==> config.mk <==
export PLATFORM = sky130hd
export DESIGN_NAME = addr_latch
export DESIGN_NICKNAME = d
export VERILOG_FILES = /design/src/rtl/addr_latch_pkg.sv /design/src/rtl/addr_latch_mode_dec.sv /design/src/rtl/addr_latch_onehot.sv /design/src/rtl/addr_latch_bank.sv /design/src/rtl/addr_latch.sv
export SDC_FILE = /design/constraint.sdc
export NUM_CORES = 1
export LEC_CHECK = 0
export BUFFER_PORTS_ARGS = -buffer_cell sky130_fd_sc_hd__buf_2
export CORE_AREA = 2 2 39 41
export CTS_CLUSTER_SIZE = 14
export DETAILED_ROUTE_END_ITERATION = 6
export DIE_AREA = 0 0 41 43
export SYNTH_ARGS = -nofsm -noshare
export SYNTH_HDL_FRONTEND = slang
export SYNTH_HIERARCHICAL = 1
export SYNTH_SLANG_ARGS = --single-unit
==> constraint.sdc <==
create_clock -name clk -period 1.9 [get_ports clk]
set_clock_uncertainty 0.15 [all_clocks]
set_input_delay 0.38 -clock clk [delete_from_list [all_inputs] [get_ports clk]]
set_output_delay 0.38 -clock clk [all_outputs]
set_load 0.02 [all_outputs]
==> src/rtl/addr_latch_pkg.sv <==
`timescale 1ns/1ps
package addr_latch_pkg;

  // Operating mode, decoded from {clear_n, load_n}
  typedef enum logic [1:0] {
    MODE_DEMUX = 2'b00,
    MODE_CLEAR = 2'b01,
    MODE_WRITE = 2'b10,
    MODE_HOLD  = 2'b11
  } mode_t;

endpackage

==> src/rtl/addr_latch_mode_dec.sv <==
`timescale 1ns/1ps
module addr_latch_mode_dec
  import addr_latch_pkg::*;
(
  input  logic  clear_n,
  input  logic  load_n,
  output mode_t mode
);

  always_comb begin
    unique case ({clear_n, load_n})
      2'b00:   mode = MODE_DEMUX;
      2'b01:   mode = MODE_CLEAR;
      2'b10:   mode = MODE_WRITE;
      default: mode = MODE_HOLD;
    endcase
  end

endmodule

==> src/rtl/addr_latch_onehot.sv <==
`timescale 1ns/1ps
module addr_latch_onehot #(
  parameter int WIDTH = 8,
  localparam int AW = (WIDTH > 1) ? $clog2(WIDTH) : 1
) (
  input  logic [AW-1:0]    addr,
  output logic [WIDTH-1:0] hot
);

  for (genvar i = 0; i < WIDTH; i++) begin : g_cmp
    assign hot[i] = (addr == AW'(i));
  end

endmodule

==> src/rtl/addr_latch_bank.sv <==
`timescale 1ns/1ps
module addr_latch_bank
  import addr_latch_pkg::*;
#(
  parameter int WIDTH = 8
) (
  input  logic             clk,
  input  logic             rst,
  input  mode_t            mode,
  input  logic [WIDTH-1:0] hot,
  input  logic             din,
  output logic [WIDTH-1:0] q
);

  for (genvar i = 0; i < WIDTH; i++) begin : g_bit
    logic nxt;

    always_comb begin
      unique case (mode)
        MODE_CLEAR: nxt = 1'b0;
        MODE_DEMUX: nxt = hot[i] & din;
        MODE_WRITE: nxt = hot[i] ? din : q[i];
        default:    nxt = q[i];
      endcase
    end

    always_ff @(posedge clk) begin
      if (rst) q[i] <= 1'b0;
      else     q[i] <= nxt;
    end
  end

endmodule

==> src/rtl/addr_latch.sv <==
`timescale 1ns/1ps
module addr_latch
  import addr_latch_pkg::*;
#(
  parameter int WIDTH = 8,
  localparam int AW = (WIDTH > 1) ? $clog2(WIDTH) : 1
) (
  input  logic             clk,
  input  logic             rst,
  input  logic             clear_n,
  input  logic             load_n,
  input  logic [AW-1:0]    addr,
  input  logic             din,
  output logic [WIDTH-1:0] q
);

  mode_t            mode;
  logic [WIDTH-1:0] hot;

  addr_latch_mode_dec u_mode (
    .clear_n (clear_n),
    .load_n  (load_n),
    .mode    (mode)
  );

  addr_latch_onehot #(.WIDTH(WIDTH)) u_hot (
    .addr (addr),
    .hot  (hot)
  );

  addr_latch_bank #(.WIDTH(WIDTH)) u_bank (
    .clk  (clk),
    .rst  (rst),
    .mode (mode),
    .hot  (hot),
    .din  (din),
    .q    (q)
  );

endmodule

Yosys cells after proc, flatten, opt, wreduce, memory -nomap -nowiden
Cells that the tools add are included.
{"block": "word_totals", "word_cells": 64, "inputBits": 8, "output_inout_bits": 8, "regBits": 8}
{"block": "op_classes", "bitwise_logic": 8, "n_reduce_logical": 12, "n_eq_ne": 19, "muxes": 17}
{"op": "$pmux W1 S3", "n": 8}
{"op": "$ne A2 B1 Y1 const B", "n": 8}
{"op": "$reduce_and A2 Y1", "n": 8}
{"op": "$eq A3 B3 Y1 const B", "n": 4}
{"op": "$and A1 B1 Y1", "n": 8}
{"op": "$mux W1", "n": 8}
{"op": "$eq A3 B2 Y1 const B", "n": 2}
{"op": "$pmux W2 S3", "n": 1}
{"op": "$eq A2 B1 Y1 const B", "n": 2}
{"op": "$eq A2 B2 Y1 const B", "n": 2}
{"op": "$logic_not A2 Y1", "n": 2}
{"op": "$eq A3 B1 Y1 const B", "n": 1}
{"op": "$logic_not A3 Y1", "n": 1}
{"op": "$reduce_bool A3 Y1", "n": 1}

Logic depth before layout (Yosys ltp)
{"block": "depth", "word_depth": 5, "depth_mapped": 4, "depth_no_buf": 4}

Modules after synthesis
Netlist, hierarchy kept.
{"mod": "addr_latch_bank", "cells_per_inst": 44, "instances": 1, "seq_area_each_um2": 160.2, "area_per_inst_um2": 370.4}
{"mod": "addr_latch_onehot", "cells_per_inst": 8, "instances": 1, "seq_area_each_um2": 0.0, "area_per_inst_um2": 65.1}
{"mod": "addr_latch_mode_dec", "cells_per_inst": 2, "instances": 1, "seq_area_each_um2": 0.0, "area_per_inst_um2": 7.5}

Worst setup path after synthesis
Ideal clock, no wire load.
{"block": "synth_path", "path_kind": "in2reg", "startpoint": "input load_n", "endpoint": "register u_bank.q[4]", "setup_slack_ns": 0.696, "path_stages": 4, "required_time_ns": 1.680, "arrival_time_ns": 0.984, "setup_time_ns": 0.070, "n_path_buf": 2, "cell_sequence": "clkbuf_1 -> clkbuf_2 -> o211ai_1 -> a21oi_1"}
{"block": "synth_via", "elab_chain_len": 5, "elab_cells_between_ends": 11, "cone_classes": "eq/ne: 5; mux: 2; reduce/logical: 4"}
{"element": "from (decl)", "line_no": "addr_latch.sv:11", "text": "input logic load_n,"}
{"element": "$eq A2 B2 Y1, or another cell as far along", "line_no": "addr_latch_mode_dec.sv:11", "text": "unique case ({clear_n, load_n})"}
{"element": "$pmux W2 S3 *", "line_no": "addr_latch_mode_dec.sv:11"}
{"element": "$eq A2 B2 Y1, or another cell as far along", "line_no": "addr_latch_bank.sv:19", "text": "unique case (mode)"}
{"element": "$ne A2 B1 Y1 (no line) or $reduce_bool A3 Y1 (tied branches)"}
{"element": "$reduce_and A2 Y1 (no line)"}
{"element": "to (signal, indexed assignment)", "line_no": "addr_latch_bank.sv:29", "text": "else q[i] <= nxt;"}
{"element": "to (decl)", "line_no": "addr_latch_bank.sv:12", "text": "output logic [WIDTH-1:0] q"}
Mark *: on every way between the ends. The rest lies on a longest branch, timed or not.
A chain may end at the register's enable or synchronous reset.

Final worst setup path
{"block": "layout_path", "startpoint": "register u_bank.q[4]", "endpoint": "output q[4]"}
{"element": "to (decl)", "line_no": "addr_latch.sv:14", "text": "output logic [WIDTH-1:0] q"}
No word-level cell between the ends.

==> qor.txt <==
Status = complete, no violations
Post-DRT Antenna Nets = 0
Global-route wire length before repair = 1449 microns
CP delay by family, top = flip-flops
TritonCTS clock tree = built
Fin nets = 76
Largest registers = u_bank/q x8
Biggest register = u_bank/q
Post-Syn Area = 442.9 sq um
Slew Limit Headroom = 81.54%
Pleak = 0.2128 nW
Pwr per Cell Area = 658.0 nW/um^2
Combinational power share = 12.8%
Cell Count, Final, Fillers Out = 82
Cells on worst reg2reg path = 2
DIE HEIGHT = 43 microns
RSZ-0062 raised after global routing = no
CTS Buf Count = 3
Ant diodes = 0
Reg-to-reg setup timing slack = 1090 ps
Vias in the first global route = 354
HP Class = in -> reg
Clk Tree Root Cell = clkbuf_4
Worst Hold Depth = 2
DR WL/cell = 11.87 microns
CP max stage cell = dfxtp_1
Die area = 1763 sq um
Pins over their slew limit = 0
CP Launch Type = register
PostCTS Resize Cnt = 0
Fin crit share = 67.40%
Cells after DPL = 79
DR vias/cell = 5.085
Clock power frac = 38.4%
Seq pwr share = 48.8%
YS warnings = 6
FF-to-FF Start = u_bank/q[4]$_SDFFE_PP0P_
Final setup viols = 0
Post-CTS Setup Inserts = 0
WP data required = 1370 ps
Critical path data arrival time = 750 ps
Congestion Overflow GR = 0
Core ar. = 1384 sq um
Largest net degree at the start of global routing = 17
IO buf count = 15
Hold Path Sink = u_bank/q[7]$_SDFFE_PP0P_
# H-tree levels = 1
Clock transition at the registers of the reported paths = 60 ps
Slew @ Worst Pin = 276.3 ps
Setup ws final = 619.3 ps
Hold path startpoint = rst
Minimum hold slack = 260.6 ps
Yosys reg bits = 8
Synth-to-Final Area Change = 20.34%
Antenna violations before repair = 0
Max FFs per register = 8
Bufs and invs on worst path = 1
CTS max path bufs = 2
Post-DP HPWL = 663.9 microns
Max IR drop VDD = 219.0 uV
Drt initial violations = 8
Vias post-DR = 417
Crit. End Element = primary output
Clk_lat worst skew = 250 ps
Die Span X = 41 microns
Period minus WS final = 1281 ps
Syn nets = 62
Synth Area per Inst = 8.202 sq um
Final Wtd Congestion = 0.6883
Num rows = 14
Final Hold Violating Endpoints = 0
CP Class = reg -> out
Total Wirelength = 973 microns
Ports = 16
Internal power = 0.2599 mW
Reg-to-reg endpoint = u_bank/q[4]$_SDFFE_PP0P_
Max-cap violations = 0
Setup TNS Final = 0 ps
CP max stage delay = 330 ps
Critical Path, Cell by Cell = buf_2
Setup slack at placement = 496.8 ps
Post-Synthesis Cells = 54
# clock sinks = 8
Sw power = 0.09078 mW
Switching Share = 25.88%
Synth cell types = 13
Share of cells above drive strength 1 = 33.33%
Starting Density = 32.01%
CTS hold repair buffers = 0
Register area share after synthesis = 36.16%
Fmax = 780.8 MHz
Pre-antenna DRT Iters = 4
Total track usage = 12.47%
Max FO, Critical Path = 2
Fillers = 161
DRC errors left = 0
==> synthesized netlist by cell type <==
cell      number  area share (%)
nand3b_1       8              14
clkbuf_1       3             2.5
dfxtp_1        8              36
nor3b_1        3             5.1
a21oi_1        8             9.0
nor3_1         1             1.1
o211ai_1       8              14
clkbuf_4       1             1.7
and3b_2        3             6.8
inv_1          8             6.8
and3_2         1             1.7
buf_1          1            0.85
clkbuf_2       1             1.1
==> routing by layer <==
layer,GRT usage [%],share of wire [%],vias to the layer above
li1,-,-,213
met1,14.56,45,192
met2,18.13,49,10
met3,4.712,4.6,2
met4,8.000,1.4,0
met5,0,0,-
==> cell type report <==
| cell class | instances | area, sq um | area share (%) |
|---|---|---|---|
| Tap cell | 16 | 20.02 | 3.756 |
| Sequential cell | 8 | 160.2 | 30.05 |
| Multi-Input combinational cell | 32 | 225.2 | 42.25 |
| Clock buffer | 3 | 22.52 | 4.225 |
| Timing Repair Buffer | 15 | 75.07 | 14.08 |
| Inverter | 8 | 30.03 | 5.634 |
==> logic make-up (layout without fill, tap and decap cells) <==
logic type             after synthesis  in the layout  share of synthesized area (%)
and+or+nand+nor                     16             16                          28.25
AOI/OAI and AO/OA                   16             16                          22.60
DFF                                  8              8                          36.16
buffers and inverters               14             26                          12.99
==> how the worst max path moves through the flow <==
stage | endpoint | cells after the start | from
detailed placement | u_bank/q[2]$_SDFFE_PP0P_ | 5 | addr[1]
CTS | q[4] | 1 | u_bank/q[4]$_SDFFE_PP0P_
global placement | u_bank/q[2]$_SDFFE_PP0P_ | 5 | addr[2]
finish | q[4] | 1 | u_bank/q[4]$_SDFFE_PP0P_
floorplan | u_bank/q[4]$_SDFFE_PP0P_ | 4 | load_n
global route | q[7] | 1 | u_bank/q[7]$_SDFFE_PP0P_
==> placed cells by master (no fill, tap or decap) <==
cell and instances:
and3_2 1, clkbuf_4 3, inv_1 8, o211ai_1 8, and3b_2 3, a21oi_1 8, nor3b_1 3, nor3_1 1
buf_2 15, dfxtp_1 8, nand3b_1 8
==> metrics by stage <==
step | area [sq um] | utilization, % | power [mW]
finish | 533.0 | 38.52 | 0.3507
global route | 533.0 | 38.52 | 0.3722
CTS | 533.0 | 38.52 | 0.3596
detailed placement | 510.5 | 36.89 | 0.2198
global placement | 510.5 | 36.89 | 0.2189
floorplan | 442.9 | - | 0.2050
==> power groups by stage <==
stage          sequential, mW  combinational, mW  clock [mW]
2_1_floorplan           0.178             0.0270           0
3_3_place_gp            0.175             0.0440           0
3_5_place_dp            0.175             0.0448           0
4_1_cts                 0.171             0.0451       0.143
5_1_grt                 0.171             0.0491       0.152
6_report                0.171             0.0449       0.135
Note: power is estimated with default switching activity, not from simulation.
